`src/rtl/chip_tt_pkg.sv`:
```
package chip_tt_pkg;

  // Phase-step command produced at the end of a tracking window.
  typedef enum logic [1:0] {
    STEP_NONE = 2'd0,
    STEP_ADV  = 2'd1,
    STEP_RET  = 2'd2
  } step_e;

  // Eighth-chip phase index width (edge select + two pulse-slot bits).
  localparam int PH_W = 3;

endpackage

```
`src/rtl/chip_tt_split.sv`:
```
// Deals valid samples into on-time / transition roles and forms the
// ternary chip-phase error when an on-time sample closes a bracket.
module chip_tt_split (
  input  logic              clk,
  input  logic              rst_n,
  input  logic              smp_vld,
  input  logic              smp_sgn,
  output logic signed [1:0] err
);

  logic is_mid_q, is_mid_d;
  logic have_end_q, have_end_d;
  logic mid_pend_q, mid_pend_d;
  logic end_q, end_d;
  logic mid_q, mid_d;

  always_comb begin
    is_mid_d   = is_mid_q;
    have_end_d = have_end_q;
    mid_pend_d = mid_pend_q;
    end_d      = end_q;
    mid_d      = mid_q;
    err        = 2'sd0;
    if (smp_vld) begin
      is_mid_d = ~is_mid_q;
      if (!is_mid_q) begin
        // on-time slot: close any open bracket
        if (mid_pend_q && (end_q != smp_sgn)) begin
          err = (mid_q == smp_sgn) ? 2'sd1 : -2'sd1;
        end
        end_d      = smp_sgn;
        have_end_d = 1'b1;
        mid_pend_d = 1'b0;
      end else begin
        // transition slot: open a bracket if an on-time sample precedes it
        mid_d      = smp_sgn;
        mid_pend_d = have_end_q;
      end
    end
  end

  always_ff @(posedge clk or negedge rst_n) begin
    if (!rst_n) begin
      is_mid_q   <= 1'b0;
      have_end_q <= 1'b0;
      mid_pend_q <= 1'b0;
      end_q      <= 1'b0;
      mid_q      <= 1'b0;
    end else begin
      is_mid_q   <= is_mid_d;
      have_end_q <= have_end_d;
      mid_pend_q <= mid_pend_d;
      end_q      <= end_d;
      mid_q      <= mid_d;
    end
  end

  AST_ROLE_ALTERNATES: assert property (@(posedge clk) disable iff (!rst_n)
    smp_vld |=> (is_mid_q != $past(is_mid_q)));

  AST_ERR_ONLY_ON_TIME: assert property (@(posedge clk) disable iff (!rst_n)
    (err != 2'sd0) |-> (smp_vld && !is_mid_q && mid_pend_q));

endmodule

```
`src/rtl/chip_tt_acc.sv`:
```
// Saturating window accumulator and threshold decision.
module chip_tt_acc
  import chip_tt_pkg::*;
#(
  parameter int ACC_W = 8,
  parameter int THR   = 4
) (
  input  logic              clk,
  input  logic              rst_n,
  input  logic              en,
  input  logic signed [1:0] err,
  input  logic              win_end,
  output step_e             step
);

  localparam logic signed [ACC_W:0]   SAT_HI = (ACC_W+1)'(2**(ACC_W-1) - 1);
  localparam logic signed [ACC_W:0]   SAT_LO = -SAT_HI;
  localparam logic signed [ACC_W-1:0] THR_P  = ACC_W'(THR);
  localparam logic signed [ACC_W-1:0] THR_N  = -THR_P;
  localparam logic [ACC_W-1:0]        MOST_NEG = {1'b1, {(ACC_W-1){1'b0}}};

  logic signed [ACC_W-1:0] acc_q, acc_d;
  logic signed [ACC_W:0]   sum;

  always_comb begin
    sum   = {acc_q[ACC_W-1], acc_q} + {{(ACC_W-1){err[1]}}, err};
    acc_d = acc_q;
    if (en) begin
      if (win_end) begin
        acc_d = {{(ACC_W-2){err[1]}}, err};
      end else if (sum > SAT_HI) begin
        acc_d = SAT_HI[ACC_W-1:0];
      end else if (sum < SAT_LO) begin
        acc_d = SAT_LO[ACC_W-1:0];
      end else begin
        acc_d = sum[ACC_W-1:0];
      end
    end
  end

  always_comb begin
    step = STEP_NONE;
    if (win_end && en) begin
      if (acc_q > THR_P)      step = STEP_ADV;
      else if (acc_q < THR_N) step = STEP_RET;
    end
  end

  always_ff @(posedge clk or negedge rst_n) begin
    if (!rst_n) acc_q <= '0;
    else        acc_q <= acc_d;
  end

  AST_ACC_SATURATES: assert property (@(posedge clk) disable iff (!rst_n)
    acc_q != MOST_NEG);

  AST_ACC_HOLDS_OFF: assert property (@(posedge clk) disable iff (!rst_n)
    !en |=> $stable(acc_q));

  AST_STEP_AT_WINDOW: assert property (@(posedge clk) disable iff (!rst_n)
    (step != STEP_NONE) |-> (win_end && en));

endmodule

```
`src/rtl/chip_tt_timebase.sv`:
```
// Symbol strobe counter, window counter and eighth-chip phase index.
module chip_tt_timebase
  import chip_tt_pkg::*;
#(
  parameter int PER = 32,
  parameter int WIN = 32
) (
  input  logic            clk,
  input  logic            rst_n,
  input  step_e           step,
  output logic            sym_stb,
  output logic            win_end,
  output logic [PH_W-1:0] phase,
  output logic            adj,
  output logic            adj_dir
);

  localparam int CNT_W = $clog2(PER + 1);
  localparam int SYM_W = (WIN > 1) ? $clog2(WIN) : 1;
  localparam logic [CNT_W-1:0] RLD_NORM  = CNT_W'(PER - 1);
  localparam logic [CNT_W-1:0] RLD_SHORT = CNT_W'(PER - 2);
  localparam logic [CNT_W-1:0] RLD_LONG  = CNT_W'(PER);
  localparam logic [SYM_W-1:0] SYM_LAST  = SYM_W'(WIN - 1);

  logic [CNT_W-1:0] cnt_q, cnt_d;
  logic [SYM_W-1:0] sym_q, sym_d;
  logic [PH_W-1:0]  ph_q, ph_d;
  logic             adj_q, adj_d;
  logic             dir_q, dir_d;
  step_e            step_eff;

  assign sym_stb = (cnt_q == '0);
  assign win_end = sym_stb && (sym_q == SYM_LAST);

  always_comb begin
    step_eff = win_end ? step : STEP_NONE;
    cnt_d    = cnt_q - 1'b1;
    sym_d    = sym_q;
    ph_d     = ph_q;
    adj_d    = 1'b0;
    dir_d    = dir_q;
    if (sym_stb) begin
      cnt_d = RLD_NORM;
      sym_d = (sym_q == SYM_LAST) ? '0 : sym_q + 1'b1;
    end
    case (step_eff)
      STEP_ADV: begin
        // carry out of the edge bit: strobe moves one pulse earlier
        if (ph_q[0]) cnt_d = RLD_SHORT;
        ph_d  = ph_q + 1'b1;
        adj_d = 1'b1;
        dir_d = 1'b1;
      end
      STEP_RET: begin
        // borrow out of the edge bit: strobe moves one pulse later
        if (!ph_q[0]) cnt_d = RLD_LONG;
        ph_d  = ph_q - 1'b1;
        adj_d = 1'b1;
        dir_d = 1'b0;
      end
      default: ;
    endcase
  end

  always_ff @(posedge clk or negedge rst_n) begin
    if (!rst_n) begin
      cnt_q <= RLD_NORM;
      sym_q <= '0;
      ph_q  <= '0;
      adj_q <= 1'b0;
      dir_q <= 1'b0;
    end else begin
      cnt_q <= cnt_d;
      sym_q <= sym_d;
      ph_q  <= ph_d;
      adj_q <= adj_d;
      dir_q <= dir_d;
    end
  end

  assign phase   = ph_q;
  assign adj     = adj_q;
  assign adj_dir = dir_q;

  AST_STROBE_SINGLE: assert property (@(posedge clk) disable iff (!rst_n)
    sym_stb |=> !sym_stb);

  AST_ADJ_FOLLOWS_WINDOW: assert property (@(posedge clk) disable iff (!rst_n)
    adj |-> $past(win_end));

  AST_PHASE_ADVANCE: assert property (@(posedge clk) disable iff (!rst_n)
    (adj && adj_dir) |-> (phase == $past(phase) + 1'b1));

  AST_PHASE_RETARD: assert property (@(posedge clk) disable iff (!rst_n)
    (adj && !adj_dir) |-> (phase == $past(phase) - 1'b1));

  AST_PHASE_STEADY: assert property (@(posedge clk) disable iff (!rst_n)
    !adj |-> $stable(phase));

endmodule

```
`src/rtl/chip_timing_tracker.sv`:
```
module chip_timing_tracker
  import chip_tt_pkg::*;
#(
  parameter int PER   = 32,
  parameter int WIN   = 32,
  parameter int ACC_W = 8,
  parameter int THR   = 4
) (
  input  logic            clk,
  input  logic            rst_n,
  input  logic            en,
  input  logic            smp_vld,
  input  logic            smp_sgn,
  output logic            sym_stb_o,
  output logic [PH_W-1:0] phase_o,
  output logic            adj_o,
  output logic            adj_dir_o
);

  logic              rst_meta_q, rst_sync_q;
  logic signed [1:0] err;
  logic              win_end;
  step_e             step;

  // asynchronous assertion, synchronous release
  always_ff @(posedge clk or negedge rst_n) begin
    if (!rst_n) begin
      rst_meta_q <= 1'b0;
      rst_sync_q <= 1'b0;
    end else begin
      rst_meta_q <= 1'b1;
      rst_sync_q <= rst_meta_q;
    end
  end

  chip_tt_split u_split (
    .clk     (clk),
    .rst_n   (rst_sync_q),
    .smp_vld (smp_vld),
    .smp_sgn (smp_sgn),
    .err     (err)
  );

  chip_tt_acc #(
    .ACC_W (ACC_W),
    .THR   (THR)
  ) u_acc (
    .clk     (clk),
    .rst_n   (rst_sync_q),
    .en      (en),
    .err     (err),
    .win_end (win_end),
    .step    (step)
  );

  chip_tt_timebase #(
    .PER (PER),
    .WIN (WIN)
  ) u_tb (
    .clk     (clk),
    .rst_n   (rst_sync_q),
    .step    (step),
    .sym_stb (sym_stb_o),
    .win_end (win_end),
    .phase   (phase_o),
    .adj     (adj_o),
    .adj_dir (adj_dir_o)
  );

  AST_ADJ_ONE_CYCLE: assert property (@(posedge clk) disable iff (!rst_sync_q)
    adj_o |=> !adj_o);

  AST_NO_STEP_WHEN_OFF: assert property (@(posedge clk) disable iff (!rst_sync_q)
    !en |=> !adj_o);

endmodule

```
`config.mk`:
```
export PLATFORM = sky130hd
export DESIGN_NAME = chip_timing_tracker
export DESIGN_NICKNAME = d
export VERILOG_FILES = /design/src/rtl/chip_tt_pkg.sv /design/src/rtl/chip_tt_split.sv /design/src/rtl/chip_tt_acc.sv /design/src/rtl/chip_tt_timebase.sv /design/src/rtl/chip_timing_tracker.sv
export SDC_FILE = /design/constraint.sdc
export NUM_CORES = 1
export LEC_CHECK = 0
export BUFFER_PORTS_ARGS = -buffer_cell sky130_fd_sc_hd__buf_2
export CORE_ASPECT_RATIO = 2
export CORE_MARGIN = 3
export CORE_UTILIZATION = 40
export DETAILED_ROUTE_END_ITERATION = 8
export PLACE_DENSITY = 0.59
export SETUP_SLACK_MARGIN = 0.02
export SLEW_MARGIN = 10
export SYNTH_ARGS = -nofsm -noshare
export SYNTH_HDL_FRONTEND = slang
export SYNTH_HIERARCHICAL = 1
export SYNTH_SLANG_ARGS = --single-unit
```
`constraint.sdc`:
```
create_clock -name clk -period 3.3 [get_ports clk]
set_input_delay 0.33 -clock clk [delete_from_list [all_inputs] [get_ports clk]]
set_output_delay 0.33 -clock clk [all_outputs]
set_load 0.005 [all_outputs]
```
After elaboration in Yosys (flattened, before gate mapping)
Index checks and enable logic that the tools add are counted.
{ "op_classes": {"add_sub_neg": 5, "magnitude_cmp": 4, "eq_ne": 5, "muxes": 20, "n_bitwise": 1, "reduce_logical": 8} }
{ "ops": {"columns": ["cell", "n"], "rows": [
  ["$mux 8", 3],
  ["$mux 6", 3],
  ["$mux 2", 8],
  ["$pmux 6 s2", 1],
  ["$add 8x2->9", 1],
  ["$gt 9x8->1 const B", 1],
  ["$lt 9x8->1 const B", 1],
  ["$gt 8x4->1 const B", 1],
  ["$lt 8x3->1 const B", 1],
  ["$logic_not 6->1", 1],
  ["$pmux 3 s2", 1],
  ["$sub 6x1->6 const B", 1],
  ["$add 5x1->5 const B", 1],
  ["$eq 5x5->1 const B", 1],
  ["$mux 5", 1],
  ["$reduce_and 2->1", 2],
  ["$add 3x1->3 const B", 1],
  ["$logic_and 1x1->1", 3],
  ["$sub 3x1->3 const B", 1],
  ["$eq 2x1->1 const B", 1],
  ["$eq 2x2->1 const B", 1],
  ["$mux 1", 2],
  ["$pmux 1 s2", 1],
  ["$reduce_bool 2->1", 1],
  ["other kinds (4)", 4]
]} }
{ "word_totals": {"register_bits": 31, "input_bits": 5, "output_inout_bits": 6, "wordCells": 56} }

Depth between registers and ports, before layout
Gate-level depths: netlist (run 1).
{ "depth": {"word_depth": 10, "ltp_mapped": 17, "mapped_depth_nobuf": 16} }

Modules after synthesis
The synthesis (run 1) kept the hierarchy.
{ "modules_own_cells": {"columns": ["module", "n_inst", "cells_per_inst", "area_per_inst_um2", "seq_area_each_um2"], "rows": [
  ["chip_tt_timebase", 1, 91, 909.6, 406.6],
  ["chip_tt_acc", 1, 91, 824.5, 200.2],
  ["chip_tt_split", 1, 20, 227.7, 125.1],
  ["chip_timing_tracker", 1, 3, 53.8, 50.0]
]} }

Least setup slack after synthesis (run 1)
No wires, ideal clock.
{ "synth_path": {"kind": "register -> register", "from": "register u_split.end_q", "to": "register u_acc.acc_q[2]", "setup_time_ns": 0.123, "t_arrival_ns": 3.030, "slack_ns": 0.147, "stages_incl_launch_ff": 10, "path_buffers": 0, "path_cell_list": "dfrtp_1 or3b_1 a21oi_1 ha_1 a211oi_2 o31ai_2 a221o_1 a211oi_4 o21ai_2 o221a_2"} }
{ "synth_via": {"elab_chain_cells": 10} }
{ "synth_rtl": {"columns": ["element", "line_no", "rtl"], "rows": [
  ["start, declared", "chip_tt_split.sv:14", "logic end_q, end_d;"],
  ["start signal, assigned", "chip_tt_split.sv:53", "end_q <= end_d;"],
  ["$ne 1x1->1 (*)", "chip_tt_split.sv:28", "if (mid_pend_q && (end_q != smp_sgn)) begin"],
  ["$logic_and 1x1->1 (*)", "chip_tt_split.sv:28", null],
  ["$mux 2 (*)", "chip_tt_split.sv:28", null],
  ["$mux 2 (*)", "chip_tt_split.sv:26", "if (!is_mid_q) begin"],
  ["$mux 2 (*)", "chip_tt_split.sv:24", "if (smp_vld) begin"],
  ["net err[1]", "chip_timing_tracker.sv:21", "logic signed [1:0] err;"],
  ["$add 8x2->9", "chip_tt_acc.sv:26", "sum = {acc_q[ACC_W-1], acc_q} + {{(ACC_W-1){err[1]}}, err};"],
  ["$lt 9x8->1", "chip_tt_acc.sv:33", "end else if (sum < SAT_LO) begin"],
  ["$mux 8", "chip_tt_acc.sv:33", null],
  ["$mux 8", "chip_tt_acc.sv:31", "end else if (sum > SAT_HI) begin"],
  ["$mux 8 (*)", "chip_tt_acc.sv:29", "if (win_end) begin"],
  ["end signal, assigned", "chip_tt_acc.sv:50", "if (!rst_n) acc_q <= '0;"],
  ["end signal, assigned", "chip_tt_acc.sv:51", "else acc_q <= acc_d;"],
  ["end, declared", "chip_tt_acc.sv:22", "logic signed [ACC_W-1:0] acc_q, acc_d;"]
]} }
Mark *: on every way through the listed nets, which the timed path passes. The rest lies on a longest branch.
A chain may end at the register's enable or synchronous reset.

Worst setup path in the final report (run 1)
{ "layout_path": {"from": "register u_split.end_q", "to": "register u_acc.acc_q[3]"} }
The elaborated chain is that of the path after synthesis.

==> impl_metrics.env, run 1 <==
export IMPL_outcome="finished, final reports clean"
export IMPL_finalWorstSetupSlack_ns=0.237
export IMPL_start_util=0.414
export IMPL_drt_initial_drc_count=31
export IMPL_grt_max_degree=27
export IMPL_root_buffer="clkbuf_8"
export IMPL_cts_setup_buffers=0
export IMPL_final_core_utilization=0.467
export IMPL_post_route_period_util=0.928
export IMPL_tightestPinTransition_ns=1.03
export IMPL_synth_seq_area_share=0.388
export IMPL_timing_reg2reg_setup_slack_ns=0.24
export IMPL_layout_filler_cells=495
export IMPL_powerDensity_nw_per_um2=629
export IMPL_wirelength_um=4130
export IMPL_dieWidth_um=56.2
export IMPL_whs_path_depth=2
export IMPL_nNetsFinal=244
export IMPL_layout_cells_most_common_list="dfrtp_1, nand2_1, nor2_1"
export IMPL_worstSetupEndpointType="flip-flop"
export IMPL_critPathLaunchType="flip-flop"
export IMPL_worst_r2r_start="u_split/end_q"
export IMPL_rows=36
export IMPL_postSynth_topFlopCell="dfrtp_1"
export IMPL_tns_ns=0
export IMPL_pre_cts_ws_ns=0.136
export IMPL_cp_startpoint="u_split/end_q"
export IMPL_dr_pass1_iters=4
export IMPL_rsz0062_at_grt="no"
export IMPL_io_pins=11
export IMPL_cts_buffers_inserted=5
export IMPL_die_area_um2=5980
export IMPL_cts_buffer_depth=2
export IMPL_r2r_end="u_acc/acc_q[3]"
export IMPL_setup_violations_final=0
export IMPL_maxClockFrequency_ghz=0.326
export IMPL_report_final_slew_viol_count=0
export IMPL_final_hold_violation_count=0
export IMPL_tritoncts="done"
export IMPL_clkSinkCount=31
export IMPL_fin_skew_ns=0.00424
export IMPL_stdcell_area_um2=2270
export IMPL_placement_cell_area_um2=2150
export IMPL_postSynthAreaPerCell_um2=9.83
export IMPL_layout_cells_most_common="dfrtp_1"
export IMPL_ys_ff_latch=31
export IMPL_maxCapViolations=0
export IMPL_netlist_instances=205
export IMPL_grtUsageTotal=0.154
export IMPL_timing_hold_worst_class="in2reg"
export IMPL_multi_input_area_um2=1180
export IMPL_htreeDepth=2
export IMPL_antenna_cells_inserted=0
export IMPL_hpwlAfterDp_um=3250
export IMPL_grt_antenna_before_repair=0
export IMPL_synth_edff_count=0
export IMPL_timing_slew_headroom=0.312
export IMPL_length_in_cells_of_the_worst_reg_to_reg_path=10
export IMPL_register_cell_area_after_layout_um2=782
export IMPL_worstSkewPairLatency_ns=0.28
export IMPL_drive_gt1_frac=0.192
export IMPL_ant_nets=0
export IMPL_beginning_of_the_worst_hold_path="smp_vld"
export IMPL_synth_cell_type_count=56
export IMPL_die_h_um=106
export IMPL_routabilityCongestion=0.813
export IMPL_vdd_ir_drop_max_mv=0.414
export IMPL_drt_drc_violations_left=0
export IMPL_cts_reportedPaths_clkPinSlew_ns=0.06
export IMPL_routed_via_count=1530
export IMPL_hold_path_endpoint="u_split/is_mid_q"
export IMPL_port_buffer_count=10
export IMPL_grt_overflow_total=0
export IMPL_worst_endpoint_required_ns=3.46
export IMPL_avgViaCountPerCell=5.44
export IMPL_global_route_wire_length_before_repair_um=7200
export IMPL_coreArea_um2=4860
export IMPL_mappedNetlistArea_um2=2020
export IMPL_worst_ep_arrival_time_ns=3.22
export IMPL_fin_crit_ns=3.06
export IMPL_yosysWarningCount=6
export IMPL_cellLeakagePower_nw=1.09
export IMPL_synthesis_nets=226
export IMPL_async_flop_share=1.00
export IMPL_holdWs_ns=0.299
export IMPL_area_delta_synth_final_pct=12.6
export IMPL_route_detailed_wl_per_inst_um=14.7
export IMPL_grt_pass1_vias=1572
export IMPL_setup_worst_path_class="reg2reg"
export IMPL_critPathMaxFanout=9
layout make-up:
class                      instances  area share
sequential                        31       0.345
clock buffer                       8      0.0441
tap                               57      0.0314
inverter                          12      0.0204
multi-input combinational        158       0.520
timing repair buffer              15      0.0397
sequential cells by signal (all words and copies together) (netlist names), 3 cells and up:
name and cells:
u_tb/sym_q 5, u_acc/acc_q 8, u_tb/phase 3, u_tb/cnt_q 6
critical path, cell delays in order (launching register included):
cell	delay, ns
dfrtp_1	0.41
or3b_1	0.38
a21oi_1	0.15
buf_4	0.19
ha_1	0.25
a211oi_2	0.23
o31ai_2	0.15
a221o_1	0.38
a211oi_4	0.39
a21boi_0	0.17
o221a_1	0.25
cell families (layout without fill, tap and decap cells):
group                      after synthesis  in the layout  share of synthesized area
AOI/OAI and AO/OA                       54             54                      0.200
buffers and inverters                   16             35                     0.0310
DFF                                     31             31                      0.388
other                                    1              1                    0.00186
muxes                                    5              5                     0.0273
adders and majority gates               16             16                      0.103
xor gates and xnor gates                15             15                     0.0652
and+or+nand+nor                         67             67                      0.183
cells in the mapped netlist (2+ instances only):
cell type | count | area, um^2
dfstp_2 | 5 | 131
nand3_1 | 5 | 25.0
ha_1 | 15 | 188
nand3b_1 | 5 | 37.5
o21ai_0 | 9 | 45.0
mux2_1 | 2 | 22.5
nor3_1 | 4 | 20.0
nor3b_1 | 2 | 15.0
and2_1 | 3 | 18.8
and3_1 | 2 | 12.5
xnor2_1 | 8 | 70.1
nand2b_1 | 2 | 12.5
and3_4 | 2 | 22.5
clkbuf_1 | 3 | 11.3
inv_1 | 9 | 33.8
nor2_1 | 15 | 56.3
nor4_1 | 2 | 12.5
o21a_1 | 4 | 30.0
mux2_2 | 2 | 22.5
a211oi_1 | 2 | 15.0
dfrtp_1 | 26 | 651
a21oi_1 | 9 | 45.0
a21o_1 | 3 | 22.5
nand2_1 | 16 | 60.1
nor2b_1 | 5 | 31.3
inv_2 | 2 | 7.51
o221a_1 | 4 | 45.0
o21ai_1 | 3 | 15.0
a22oi_1 | 3 | 22.5
xor2_1 | 7 | 61.3
through the flow:
step / power [mW] / std cells
floorplan: 0.971 / 205
global placement: 1.10 / 272
detailed placement: 1.11 / 272
CTS: 1.44 / 281
global route: 1.54 / 281
finish: 1.43 / 281
timing repair:
action | in CTS | in global routing
hold buffers | 1 | 0
gates resized for setup | 0 | 3
hold endpoints to repair | 2 | 0
endpoints found under the setup margin | 0 | 5
how the worst max path moves through the flow:
stage	endpoint	slack, ns	depth (start not counted)
after CTS	u_tb/phase[2]	0.12	16
after detailed placement	u_tb/phase[2]	0.14	16
after global placement	u_tb/phase[2]	0.14	16
after floorplan	u_acc/acc_q[2]	0.15	9
after global routing	u_tb/phase[2]	0.05	15
final	u_acc/acc_q[3]	0.24	10
where the power goes:
group / internal [mW] / total, mW / switching (mW)
clock: 0.190 / 0.322 / 0.132
sequential: 0.452 / 0.539 / 0.0863
combinational: 0.264 / 0.566 / 0.302
metal layers:
layer	global-route usage	up-vias	part of all wire
met1	0.147	737	0.36
met4	0.0883	0	0.027
li1	-	769	-
met2	0.302	16	0.59
met5	0	-	0
met3	0.0194	8	0.017
Power figures use the tool's default switching activity.
==> run 2: changes to the inputs <==
==> constraint.sdc (replaced) <==
create_clock -name clk -period 3.3 [get_ports clk]
set_input_delay 0.495 -clock clk [delete_from_list [all_inputs] [get_ports clk]]
set_output_delay 0.495 -clock clk [all_outputs]
set_load 0.005 [all_outputs]
==> run 2 against run 1 <==
Against the previous run:
- flip-flop and latch count unchanged
- cell count increased by 1.4%
- sequential share of layout area decreased by 0.58 points
- clock skew about the same
- worst hold slack improved by 0.058 ns
- sequential power increased by 2%
- setup slack improved by 0.048 ns
- routed wire length increased by 5.0%
- clock power increased by 20%
- largest power group unchanged
- highest routed layer unchanged
==> impl_metrics.env, run 2 (synthesized netlist as in run 1, its figures left out) <==
export IMPL_critPathMaxFanout=9
export IMPL_clkSinkCount=31
export IMPL_tns_ns=0
export IMPL_grt_max_degree=27
export IMPL_regs_by_ff_count="u_acc/acc_q x8, u_tb/cnt_q x6, u_tb/sym_q x5"
export IMPL_timing_slew_headroom=0.313
export IMPL_drt_initial_drc_count=45
export IMPL_number_of_flip_flops_under_the_largest_register_name=8
export IMPL_root_buffer="clkbuf_8"
export IMPL_grt_overflow_total=0
export IMPL_post_route_period_util=0.914
export IMPL_stdcell_area_um2=2310
export IMPL_io_pins=11
export IMPL_tritoncts="done"
export IMPL_global_route_wire_length_before_repair_um=7680
export IMPL_dr_pass1_iters=4
export IMPL_cts_setup_buffers=0
export IMPL_wirelength_um=4340
export IMPL_setup_violations_final=0
export IMPL_worst_ep_arrival_time_ns=3.18
export IMPL_rsz0062_at_grt="no"
export IMPL_antenna_cells_inserted=0
export IMPL_maxCapViolations=0
export IMPL_finalWorstSetupSlack_ns=0.285
export IMPL_outcome="finished, final reports clean"
export IMPL_powerDensity_nw_per_um2=657
export IMPL_port_buffer_count=10
export IMPL_drive_gt1_frac=0.197
export IMPL_fin_crit_ns=3.01
export IMPL_worstSetupEndpointType="flip-flop"
export IMPL_start_util=0.414
export IMPL_layout_cells_most_common_list="dfrtp_1, nand2_1, nor2_1, ha_1, buf_2"
export IMPL_coreArea_um2=4860
export IMPL_timing_reg2reg_setup_slack_ns=0.29
export IMPL_cts_buffer_depth=2
export IMPL_worst_r2r_start="u_split/end_q"
export IMPL_r2r_end="u_acc/acc_q[3]"
export IMPL_htreeDepth=2
export IMPL_die_h_um=106
export IMPL_cp_startpoint="u_split/end_q"
export IMPL_cts_reportedPaths_clkPinSlew_ns=0.07
export IMPL_cts_buffers_inserted=5
export IMPL_routabilityCongestion=0.881
export IMPL_grtUsageTotal=0.166
export IMPL_vdd_ir_drop_max_mv=0.468
export IMPL_holdWs_ns=0.357
export IMPL_register_cell_area_after_layout_um2=782
export IMPL_cp_max_stage_cell="dfrtp_1"
export IMPL_avgViaCountPerCell=5.48
export IMPL_maxClockFrequency_ghz=0.332
export IMPL_cp_slowest_stage_delay_ns=0.41
export IMPL_timing_hold_worst_class="reg2reg"
export IMPL_largest_register="u_acc/acc_q"
export IMPL_hpwlAfterDp_um=3410
export IMPL_route_detailed_wl_per_inst_um=15.2
export IMPL_report_final_slew_viol_count=0
export IMPL_rows=36
export IMPL_length_in_cells_of_the_worst_reg_to_reg_path=10
export IMPL_pre_cts_ws_ns=0.118
export IMPL_setup_worst_path_class="reg2reg"
export IMPL_cellLeakagePower_nw=1.12
export IMPL_grt_pass1_vias=1643
export IMPL_area_delta_synth_final_pct=14.5
export IMPL_multi_input_area_um2=1170
export IMPL_layout_cells_most_common="dfrtp_1"
export IMPL_grt_antenna_before_repair=0
export IMPL_worst_endpoint_required_ns=3.47
export IMPL_placement_cell_area_um2=2180
export IMPL_fin_skew_ns=0.00454
export IMPL_routed_via_count=1562
export IMPL_drt_drc_violations_left=0
export IMPL_layout_filler_cells=486
export IMPL_tightestPinTransition_ns=1.03
export IMPL_crit_path_cell_trace="or3b_1 -> a21oi_1 -> buf_4 -> ha_1 -> a211oi_2 -> o31ai_2 -> a221o_1 -> a211oi_4 -> a21boi_0 -> o221a_1"
export IMPL_nNetsFinal=248
export IMPL_power_mw=1.52
export IMPL_worstSetupEndpoint="u_acc/acc_q[3]"
export IMPL_die_area_um2=5980
export IMPL_ant_nets=0
export IMPL_critPathLaunchType="flip-flop"
export IMPL_final_hold_violation_count=0
export IMPL_dieWidth_um=56.2
export IMPL_worstSkewPairLatency_ns=0.28
-- run 2: worst min-delay path by stage --
stage                  to        from  cells after the start  slack [ns]
5_1_grt        rst_sync_q  rst_meta_q                      0        0.38
2_1_floorplan  rst_meta_q       rst_n                      0        0.20
3_3_place_gp   rst_meta_q       rst_n                      1        0.28
6_report       rst_sync_q  rst_meta_q                      0        0.36
4_1_cts        rst_sync_q  rst_meta_q                      0        0.36
3_5_place_dp   rst_meta_q       rst_n                      1        0.28
-- run 2: cell type report --
type,instances,area share
inverter,12,0.0201
tap,57,0.0309
clock buffer,6,0.0358
sequential,31,0.339
timing repair buffer,19,0.0520
multi-input combinational,158,0.507
clock inverter,2,0.0152
-- run 2: metal layers --
metal  vias to the layer above  part of all wire  routed length [um]  global-route usage
li1                        779                 -                   -                   -
met1                       748              0.37                1600               0.166
met5                         -                 0                   0                   0
met4                         0             0.035                 150              0.0934
met3                        11             0.018                  80              0.0231
met2                        24              0.58                2500               0.314
-- run 2: worst max-delay path, delay by kind of cell (launching register included) --
kind | cells | cell delay (ns)
flip-flops | 1 | 0.41
buffers and inverters | 1 | 0.19
AND/OR/NAND/NOR | 1 | 0.38
AO/OA/AOI/OAI | 7 | 1.67
adder cells (fa/ha/maj) | 1 | 0.25
-- run 2: report_power, final --
group          internal, mW  total, mW  leakage [nW]  switching, mW
combinational         0.272      0.584         0.690          0.311
sequential            0.452      0.548         0.369         0.0959
clock                 0.244      0.385        0.0612          0.141
total                 0.969       1.52          1.12          0.548
-- run 2: stage by stage --
step / cells / utilization
5_1_grt: 285 / 0.475
4_1_cts: 285 / 0.475
2_1_floorplan: 205 / -
3_3_place_gp: 276 / 0.448
3_5_place_dp: 276 / 0.448
6_report: 285 / 0.475
-- run 2: what timing repair did --
action / CTS / global route
resized for setup: 0 / 0
hold buffers: 1 / 0
endpoints found under the hold margin: 2 / 0
==> run 3: changes to the inputs <==
Settings changed: CORE_ASPECT_RATIO 2 to 1.2, GPL_TIMING_DRIVEN from default to 1.
==> run 3 against run 2 <==
Against the previous run:
- critical path depth is the same
- largest power group unchanged
- via count decreased by 3.0%
- cell count is 1.1% higher
- global-route usage is 2.6 points lower
- routed wire length decreased by 14%
- sequential share of layout area increased by 0.30 points
- setup slack worse by 0.023 ns
- count of clock-buffer cells in the layout up 1
- power shrank 8.2%
- combinational power barely moved
- critical endpoint unchanged
- flip-flop and latch count did not move
==> impl_metrics.env, run 3 (synthesized netlist as in run 1, its figures left out) <==
export IMPL_start_util=0.426
export IMPL_pre_cts_ws_ns=0.0588
export IMPL_cp_slowest_stage_delay_ns=0.40
export IMPL_clkSinkCount=31
export IMPL_global_route_usage_met3=0.0289
export IMPL_dr_pass1_iters=4
export IMPL_setup_worst_path_class="reg2reg"
export IMPL_dieWidth_um=70.8
export IMPL_final_hold_violation_count=0
export IMPL_placement_cell_area_um2=2200
export IMPL_root_buffer="clkbuf_8"
export IMPL_io_pins=11
export IMPL_holdWs_ns=0.341
export IMPL_largest_register="u_acc/acc_q"
export IMPL_port_buffer_count=10
export IMPL_power_combinational_fraction=0.419
export IMPL_cellLeakagePower_nw=1.11
export IMPL_global_route_usage_met2=0.227
export IMPL_timing_reg2reg_setup_slack_ns=0.26
export IMPL_crit_path_cell_trace="or3b_1 -> a21oi_1 -> buf_4 -> ha_1 -> a211oi_2 -> o31ai_2 -> a221o_1 -> a211oi_4 -> a21boi_0 -> o221a_1"
export IMPL_most_utilized_layer_in_the_global_route_result="met2"
export IMPL_setup_violations_final=0
export IMPL_worstSetupEndpointType="flip-flop"
export IMPL_finalWorstSetupSlack_ns=0.262
export IMPL_grt_util_met1=0.176
export IMPL_worstSkewPairLatency_ns=0.28
export IMPL_die_area_um2=5930
export IMPL_hpwlAfterDp_um=2880
export IMPL_critPathLaunchType="flip-flop"
export IMPL_grt_antenna_before_repair=0
export IMPL_drt_drc_violations_left=0
export IMPL_cts_buffers_inserted=5
export IMPL_pwr_share_clk=0.197
export IMPL_cts_buffer_depth=2
export IMPL_fin_crit_ns=3.04
export IMPL_power_mw=1.39
export IMPL_power_share_sequential=0.384
export IMPL_regs_by_ff_count="u_acc/acc_q x8, u_tb/cnt_q x6, u_tb/sym_q x5"
export IMPL_antenna_cells_inserted=0
export IMPL_area_delta_synth_final_pct=13.5
export IMPL_timing_slew_headroom=0.297
export IMPL_power_switching_fraction=0.359
export IMPL_fin_skew_ns=0.00759
export IMPL_worst_ep_arrival_time_ns=3.20
export IMPL_wirelength_um=3730
export IMPL_nNetsFinal=250
export IMPL_cts_reportedPaths_clkPinSlew_ns=0.06
export IMPL_routabilityCongestion=0.813
export IMPL_route_detailed_wl_per_inst_um=12.9
export IMPL_critPathMaxFanout=9
export IMPL_layout_cells_most_common_list="dfrtp_1, nand2_1, nor2_1, ha_1"
export IMPL_layout_cells_most_common="dfrtp_1"
export IMPL_tns_ns=0
export IMPL_net_switching_power_uw=500
export IMPL_vdd_ir_drop_max_mv=0.354
export IMPL_number_of_flip_flops_under_the_largest_register_name=8
export IMPL_avgViaCountPerCell=5.26
export IMPL_drt_initial_drc_count=62
export IMPL_global_route_wire_length_before_repair_um=6690
export IMPL_worst_endpoint_required_ns=3.46
export IMPL_grt_max_degree=28
export IMPL_grtUsageTotal=0.140
export IMPL_ant_nets=0
export IMPL_grt_overflow_total=0
export IMPL_outcome="finished, final reports clean"
export IMPL_htreeDepth=2
export IMPL_timing_hold_worst_class="reg2reg"
export IMPL_tightestPinTransition_ns=1.05
export IMPL_stdcell_area_um2=2290
export IMPL_maxClockFrequency_ghz=0.329
export IMPL_tritoncts="done"
export IMPL_powerDensity_nw_per_um2=608
export IMPL_die_h_um=83.8
export IMPL_maxCapViolations=0
export IMPL_routed_via_count=1515
export IMPL_layout_filler_cells=472
export IMPL_rsz0062_at_grt="no"
export IMPL_power_report_internal_total_uw=892
export IMPL_coreArea_um2=4730
export IMPL_cts_setup_buffers=0
export IMPL_rows=27
export IMPL_grt_pass1_vias=1500
export IMPL_post_route_period_util=0.921
export IMPL_drive_gt1_frac=0.196
export IMPL_report_final_slew_viol_count=0
export IMPL_cp_max_stage_cell="dfrtp_1"
run 3: cell types whose count changed in the layout (fill, tap and decap cells not counted):
cell	delta
buf_4	+2
bufinv_16	-1
clkbuf_1	+2
clkbuf_8	-1
run 3: power by group through the flow:
stage / Sequential (mW) / Combinational [mW] / Clock [mW]
global route: 0.550 / 0.655 / 0.303
CTS: 0.536 / 0.588 / 0.288
floorplan: 0.515 / 0.456 / 0
detailed placement: 0.542 / 0.585 / 0
finish: 0.535 / 0.583 / 0.274
global placement: 0.541 / 0.586 / 0
run 3: layer usage:
layer	wire [um]	vias to the layer above
met1	1760	721
met4	74	0
met5	0	-
met3	67	5
met2	1830	11
li1	-	778
run 3: path summary, 6_finish.rpt:
check | from | end | cells after the start
worst max register to register | u_split/end_q | u_acc/acc_q[3] | 10
max in group asynchronous | rst_sync_q | u_tb/cnt_q[1] | 1
min in group asynchronous | rst_sync_q | u_tb/sym_q[3] | 0
worst min-delay path | rst_meta_q | rst_sync_q | 0
worst min register to register | rst_meta_q | rst_sync_q | 0
worst max-delay path | u_split/end_q | u_acc/acc_q[3] | 10
run 3: cell type report:
type	instances	area [um^2]	share of cell area
Sequential cell	31	782	0.342
Multi-Input combinational cell	158	1170	0.512
Inverter	12	46.3	0.0202
Clock buffer	7	76.3	0.0334
Tap cell	58	72.6	0.0317
Timing Repair Buffer	21	135	0.0590
Clock inverter	1	5.00	0.00219
run 3: per-stage QoR:
step / utilization / cells
after floorplan: - / 205
after global placement: 0.465 / 279
after detailed placement: 0.465 / 279
after CTS: 0.484 / 288
after global routing: 0.484 / 288
final: 0.484 / 288
run 3: critical path, delay by kind of cell (launching register included):
family	cells	cell delay (ns)
AOI/OAI and AO/OA	7	1.69
adders and majority gates	1	0.25
buffers and inverters	1	0.19
DFF	1	0.40
and+or+nand+nor	1	0.38
run 3: repair_timing:
action,in CTS,in global routing
hold buffers,1,0
hold endpoints to repair,2,0
resized for setup,0,0
